--- src/rtl/dwm_pkg.sv ---
`timescale 1ns/1ps
package dwm_pkg;

  localparam int unsigned LANES     = 4;
  localparam int unsigned WORD_W    = 8 * LANES;
  localparam logic [2:0]  KEY_SYSMEM = 3'd6;
  localparam logic [2:0]  KEY_STREAM_LIMIT = 3'd5;

  typedef enum logic [1:0] {
    SZ_B1 = 2'd0,
    SZ_B2 = 2'd1,
    SZ_B4 = 2'd2
  } xsize_e;

  typedef enum logic [1:0] {
    PH_IDLE   = 2'd0,
    PH_ACCESS = 2'd1,
    PH_RDWAIT = 2'd2
  } phase_e;

  // Priority decode of the three size bits of the request count.
  function automatic xsize_e decode_size(input logic [2:0] cnt);
    if (cnt[2])      return SZ_B4;
    else if (cnt[1]) return SZ_B2;
    return SZ_B1;
  endfunction

  // Low address bits after forcing natural alignment.
  function automatic logic [1:0] force_align(input xsize_e sz, input logic [1:0] lo);
    case (sz)
      SZ_B4:   return 2'b00;
      SZ_B2:   return {lo[1], 1'b0};
      default: return lo;
    endcase
  endfunction

  // Stream keys collapse onto system memory.
  function automatic logic [2:0] remap_key(input logic [2:0] key);
    return (key < KEY_STREAM_LIMIT) ? KEY_SYSMEM : key;
  endfunction

  function automatic logic [LANES-1:0] lane_mask(input xsize_e sz, input logic [1:0] lo);
    case (sz)
      SZ_B4:   return 4'b1111;
      SZ_B2:   return lo[1] ? 4'b1100 : 4'b0011;
      default: return 4'b0001 << lo;
    endcase
  endfunction

  // Fetched bytes enter at the top of the word, lower bytes are kept.
  function automatic logic [WORD_W-1:0] merge_load(input xsize_e sz, input logic [1:0] lo,
                                                   input logic [WORD_W-1:0] rdata,
                                                   input logic [WORD_W-1:0] dep);
    logic [15:0] half;
    logic [7:0]  one;
    half = lo[1] ? rdata[31:16] : rdata[15:0];
    case (lo)
      2'd0:    one = rdata[7:0];
      2'd1:    one = rdata[15:8];
      2'd2:    one = rdata[23:16];
      default: one = rdata[31:24];
    endcase
    case (sz)
      SZ_B4:   return rdata;
      SZ_B2:   return {half, dep[15:0]};
      default: return {one, dep[23:0]};
    endcase
  endfunction

endpackage

--- src/rtl/dwm_decode.sv ---
`timescale 1ns/1ps
module dwm_decode #(
  parameter int unsigned AW = 32,
  parameter int unsigned CW = 16
) (
  input  logic [CW-1:0]  count_i,
  input  logic [AW-1:0]  addr_i,
  input  logic [2:0]     key_i,
  output dwm_pkg::xsize_e size_o,
  output logic [AW-1:0]  addr_o,
  output logic           key_ok_o
);
  import dwm_pkg::*;

  logic unused_count_hi;
  assign unused_count_hi = ^count_i[CW-1:3];

  assign size_o   = decode_size(count_i[2:0]);
  assign addr_o   = {addr_i[AW-1:2], force_align(size_o, addr_i[1:0])};
  assign key_ok_o = (remap_key(key_i) == KEY_SYSMEM);

endmodule

--- src/rtl/dwm_lanes.sv ---
`timescale 1ns/1ps
module dwm_lanes (
  input  dwm_pkg::xsize_e size_i,
  input  logic [1:0]      lo_i,
  input  logic [31:0]     dep_i,
  output logic [3:0]      be_o,
  output logic [31:0]     wdata_o
);
  import dwm_pkg::*;

  assign be_o = lane_mask(size_i, lo_i);

  for (genvar i = 0; i < int'(LANES); i++) begin : g_lane
    assign wdata_o[8*i +: 8] = (size_i == SZ_B4) ? dep_i[8*i +: 8] :
                               (size_i == SZ_B2) ? dep_i[16 + 8*(i % 2) +: 8] :
                                                   dep_i[31:24];
  end

endmodule

--- src/rtl/dwm_merge.sv ---
`timescale 1ns/1ps
module dwm_merge (
  input  dwm_pkg::xsize_e size_i,
  input  logic [1:0]      lo_i,
  input  logic [31:0]     rdata_i,
  input  logic [31:0]     dep_i,
  output logic [31:0]     merged_o
);
  import dwm_pkg::*;

  assign merged_o = merge_load(size_i, lo_i, rdata_i, dep_i);

endmodule

--- src/rtl/desc_word_mover.sv ---
`timescale 1ns/1ps
module desc_word_mover #(
  parameter int unsigned AW = 32,
  parameter int unsigned CW = 16
) (
  input  logic          clk,
  input  logic          rst_n,
  input  logic          start_i,
  input  logic          store_i,
  input  logic [2:0]    key_i,
  input  logic [AW-1:0] addr_i,
  input  logic [CW-1:0] count_i,
  input  logic [31:0]   dep_i,
  output logic          busy_o,
  output logic          done_o,
  output logic          kill_o,
  output logic [31:0]   dep_o,
  output logic          mem_req_o,
  output logic          mem_we_o,
  output logic [AW-1:0] mem_addr_o,
  output logic [3:0]    mem_be_o,
  output logic [31:0]   mem_wdata_o,
  input  logic          mem_gnt_i,
  input  logic          mem_rvalid_i,
  input  logic [31:0]   mem_rdata_i
);
  import dwm_pkg::*;

  phase_e        phase_q;
  xsize_e        size_q;
  logic          store_q;
  logic [AW-1:0] addr_q;
  logic [31:0]   dep_q;
  logic          done_q, kill_q;
  logic [31:0]   dep_out_q;

  xsize_e        dec_size;
  logic [AW-1:0] dec_addr;
  logic          dec_key_ok;
  logic [31:0]   merged;

  // Named events for the checker.
  logic ev_accept, ev_grant, ev_store_end, ev_rdata;

  dwm_decode #(.AW(AW), .CW(CW)) u_decode (
    .count_i  (count_i),
    .addr_i   (addr_i),
    .key_i    (key_i),
    .size_o   (dec_size),
    .addr_o   (dec_addr),
    .key_ok_o (dec_key_ok)
  );

  dwm_lanes u_lanes (
    .size_i  (size_q),
    .lo_i    (addr_q[1:0]),
    .dep_i   (dep_q),
    .be_o    (mem_be_o),
    .wdata_o (mem_wdata_o)
  );

  dwm_merge u_merge (
    .size_i   (size_q),
    .lo_i     (addr_q[1:0]),
    .rdata_i  (mem_rdata_i),
    .dep_i    (dep_q),
    .merged_o (merged)
  );

  assign ev_accept    = start_i && (phase_q == PH_IDLE);
  assign ev_grant     = (phase_q == PH_ACCESS) && mem_gnt_i;
  assign ev_store_end = ev_grant && store_q;
  assign ev_rdata     = !store_q && mem_rvalid_i &&
                        (ev_grant || (phase_q == PH_RDWAIT));

  always_ff @(posedge clk or negedge rst_n) begin
    if (!rst_n) begin
      phase_q   <= PH_IDLE;
      size_q    <= SZ_B1;
      store_q   <= 1'b0;
      addr_q    <= '0;
      dep_q     <= '0;
      done_q    <= 1'b0;
      kill_q    <= 1'b0;
      dep_out_q <= '0;
    end else begin
      done_q <= 1'b0;
      kill_q <= 1'b0;
      case (phase_q)
        PH_IDLE: begin
          if (ev_accept) begin
            size_q  <= dec_size;
            store_q <= store_i;
            addr_q  <= dec_addr;
            dep_q   <= dep_i;
            if (dec_key_ok) phase_q <= PH_ACCESS;
            else            kill_q  <= 1'b1;
          end
        end
        PH_ACCESS: begin
          if (ev_store_end) begin
            done_q    <= 1'b1;
            dep_out_q <= dep_q;
            phase_q   <= PH_IDLE;
          end else if (ev_rdata) begin
            done_q    <= 1'b1;
            dep_out_q <= merged;
            phase_q   <= PH_IDLE;
          end else if (ev_grant) begin
            phase_q <= PH_RDWAIT;
          end
        end
        PH_RDWAIT: begin
          if (ev_rdata) begin
            done_q    <= 1'b1;
            dep_out_q <= merged;
            phase_q   <= PH_IDLE;
          end
        end
        default: phase_q <= PH_IDLE;
      endcase
    end
  end

  assign busy_o     = (phase_q != PH_IDLE);
  assign mem_req_o  = (phase_q == PH_ACCESS);
  assign mem_we_o   = store_q;
  assign mem_addr_o = addr_q;
  assign done_o     = done_q;
  assign kill_o     = kill_q;
  assign dep_o      = dep_out_q;

endmodule

--- config.mk ---
export PLATFORM = sky130hd
export DESIGN_NAME = desc_word_mover
export DESIGN_NICKNAME = d
export VERILOG_FILES = /design/src/rtl/dwm_pkg.sv /design/src/rtl/dwm_decode.sv /design/src/rtl/dwm_lanes.sv /design/src/rtl/dwm_merge.sv /design/src/rtl/desc_word_mover.sv
export SDC_FILE = /design/constraint.sdc
export NUM_CORES = 1
export LEC_CHECK = 0
export ABC_AREA = 1
export ABC_CLOCK_PERIOD_IN_PS = 1900
export BUFFER_PORTS_ARGS = -buffer_cell sky130_fd_sc_hd__buf_4
export CORE_UTILIZATION = 32
export DETAILED_ROUTE_END_ITERATION = 10
export PLACE_DENSITY = 0.55
export SLEW_MARGIN = 20
export SYNTH_ARGS = -nofsm -noshare
export SYNTH_HDL_FRONTEND = slang
export SYNTH_SLANG_ARGS = --single-unit
--- constraint.sdc ---
create_clock -name clk -period 1.9 [get_ports clk]
set_input_delay 0.285 -clock clk [delete_from_list [all_inputs] [get_ports clk]]
set_output_delay 0.285 -clock clk [all_outputs]
set_load 0.01 [all_outputs]
==> impl_metrics.env <==
export IMPL_status="finished, violations left"
export IMPL_violations="setup timing"
export IMPL_finalClockSkew_ns=0.0103
export IMPL_crit_path_start_kind="flip-flop"
export IMPL_drc=0
export IMPL_critPathBufInv=4
export IMPL_die_width_um=135
export IMPL_crit_slowest_cell="dfrtp_1"
export IMPL_setup_worst_path_end_class="output port"
export IMPL_synthFlopType="dfrtp_1"
export IMPL_synth_warnings=0
export IMPL_ys_types=31
export IMPL_htree_levels=3
export IMPL_cp_max_fo=8
export IMPL_rows=48
export IMPL_peakVddDrop_v=0.000882
export IMPL_grt_max_degree=60
export IMPL_path_cells="buf_6 > ha_4 > buf_8 > inv_4 > nor2_4 > o21ai_4 > o31ai_2 > buf_4"
export IMPL_cp_arrival_ns=1.73
export IMPL_area_growth_pct=44.0
export IMPL_setup_viol=20
export IMPL_netlist_area_leader_share_pct=45.8
export IMPL_num_io_pins=226
export IMPL_finalCriticalPeriod_ns=2.01
export IMPL_synth_cells=753
export IMPL_async_reset_ff_share_pct=100
export IMPL_ys_seq_area_share_pct=45.8
export IMPL_syn_area_per_cell_um2=7.48
export IMPL_worst_slack_ns=-0.113
export IMPL_cts_clk_slew_worst_paths_ns=0.08
export IMPL_place_gp_congestion=0.878
export IMPL_synth_area_leaders="dfrtp_1 (46%), nand2_1 (23%), nand3_1 (6.9%)"
export IMPL_routed_wl_mm=19.9
export IMPL_drv_cap=0
export IMPL_power_w=0.0158
export IMPL_core_mm2=0.0172
export IMPL_clockRootBuffer="clkbuf_16"
export IMPL_num_antenna_cells=0
export IMPL_syn_area_mm2=0.00563
export IMPL_clockBufferDepth=2
export IMPL_worstSetupPathType="flip-flop to output port"
export IMPL_syn_num_nets=879
export IMPL_synth_seq_cells=103
export IMPL_viasPerCell=4.75
export IMPL_slew_headroom_pct=72.1
export IMPL_start_util_pct=32.7
export IMPL_max_slew_worst_pin_slew_ns=0.419
export IMPL_synth_edff_count=0
export IMPL_grt_use_total_pct=22.8
export IMPL_drive_above_1_share_pct=35.2
export IMPL_cts_tree="yes"
export IMPL_rsz0062_at_grt="true"
export IMPL_numCtsBuffers=9
export IMPL_p_per_area_mw_per_mm2=1950
export IMPL_die_h_um=135
export IMPL_yosysTopAreaCell="dfrtp_1"
export IMPL_critPathMaxStageDelay_ns=0.40
export IMPL_finalMaxSlewViolations=0
export IMPL_final_cell_mix="nand2_1 (333), buf_4 (224), dfrtp_1 (103)"
export IMPL_grt_pass1_vias=5522
export IMPL_fmax_mhz=497
export IMPL_clk_latency_ns=0.37
export IMPL_drtAntennaViolNets=0
export IMPL_drt_first_pass_iters=5
export IMPL_dp_hpwl_mm=14.7
export IMPL_drtIter0Drc=438
export IMPL_cts_sink_count=103
export IMPL_antenna_found_initial=1
export IMPL_hold_ws_ns=0.103
export IMPL_hold_path_class="input pin to flip-flop"
export IMPL_fin_crit_sh_pct=106
export IMPL_io_buffers=210
export IMPL_critPathRequiredTime_ns=1.62
export IMPL_overflow=0
export IMPL_die_area_mm2=0.0181
export IMPL_wl_per_cell_um=16.7
export IMPL_crit_family="buffers and inverters"
export IMPL_leakage_nw=4.21
export IMPL_vias=5641
export IMPL_layout_commonest_cell="nand2_1"
export IMPL_setup_tns_ns=-1.08
export IMPL_grt_first_pass_wirelength_mm=31.1
export IMPL_fin_nets=1083
export IMPL_finalHoldViolCount=0
[cell usage after synthesis (4+ instances only)]
cell type	instances
a21oi_1	30
buf_2	20
buf_4	12
clkbuf_1	13
dfrtp_1	103
ha_1	5
inv_1	27
inv_2	8
nand2_1	339
nand3_1	78
nand3_2	16
nand4_1	12
nor2_2	4
o21a_1	7
o21ai_0	45
o21ai_1	4
or2_2	5
[tightest hold or removal path: stages]
cell,delay (ns)
buf_4,0.07
nand2_1,0.04
nand2_1,0.04
[layer usage]
| metal | routed length, µm | vias up | track usage [%] |
|---|---|---|---|
| met4 | 374 | 2 | 6.93 |
| met2 | 8970 | 229 | 34.5 |
| met3 | 1950 | 21 | 8.71 |
| li1 | - | 2827 | - |
| met1 | 8540 | 2562 | 30.1 |
| met5 | 17 | - | 0 |
[through the flow]
step                cell area (µm²)  setup slack, ns  util [%]  std cells
global placement               7440           0.0223      43.2       1161
detailed placement             7440         -0.00604      43.2       1161
CTS                            7980          -0.0973      46.3       1185
global route                   8110           -0.188      47.1       1187
floorplan                      5630            0.250         -        753
finish                         8110           -0.113      47.1       1187
[what timing repair did]
action / 4_1_cts / 5_1_grt
pin swaps: 7 / 4
endpoints found under the hold margin: 26 / 0
endpoints found under the setup margin: 44 / 50
setup buffers: 7 / 1
gates cloned: 0 / 1
gates resized for setup: 55 / 35
hold buffers: 1 / 0
[sequential cells by signal (all words and copies together), names as in the netlist]
name and flops:
size_q 2, dep_o 32, mem_addr_o 32, mem_we_o 1
kill_o 1, dep_q 32, phase_q 2, done_o 1
[report_power, final]
part / internal, W / total (W) / switching [W]
clock network: 0.000962 / 0.00192 / 0.000962
logic: 0.00419 / 0.00981 / 0.00562
registers: 0.00320 / 0.00405 / 0.000841
total: 0.00835 / 0.0158 / 0.00742
[cells by family (layout without fill, tap and decap cells)]
logic type	Yosys count	after routing	share of synthesized area (%)
flops	103	103	45.8
compound gates	92	92	8.86
simple gates	467	467	36.4
buf+inv	86	295	7.89
fa+ha+maj	5	5	1.11
[area by class of cell]
| type | instances | area, µm² |
|---|---|---|
| fill | 1777 | 9130 |
| sequential | 103 | 2580 |
| clock inverter | 6 | 62.6 |
| inverter | 36 | 140 |
| multi-input combinational | 564 | 2820 |
| tap | 225 | 282 |
| clock buffer | 10 | 239 |
| timing repair buffer | 243 | 1990 |
[worst paths after layout]
check                      slack [ns]             startpoint  depth (start not counted)                    endpoint
min in group asynchronous        0.38                  rst_n                          2   mem_addr_o[7]$_DFFE_PN0P_
max in group asynchronous        0.88                  rst_n                          3       dep_q[27]$_DFFE_PN0P_
hold reg to reg                  0.49  dep_o[14]$_DFFE_PN0P_                          2       dep_o[14]$_DFFE_PN0P_
setup reg to reg                 0.16  size_q[0]$_DFFE_PN0P_                         10       dep_o[13]$_DFFE_PN0P_
hold / removal                   0.10             addr_i[27]                          3  mem_addr_o[27]$_DFFE_PN0P_
setup / recovery                -0.11  size_q[0]$_DFFE_PN0P_                          8                 mem_be_o[1]
Power figures use the tool's default switching activity.
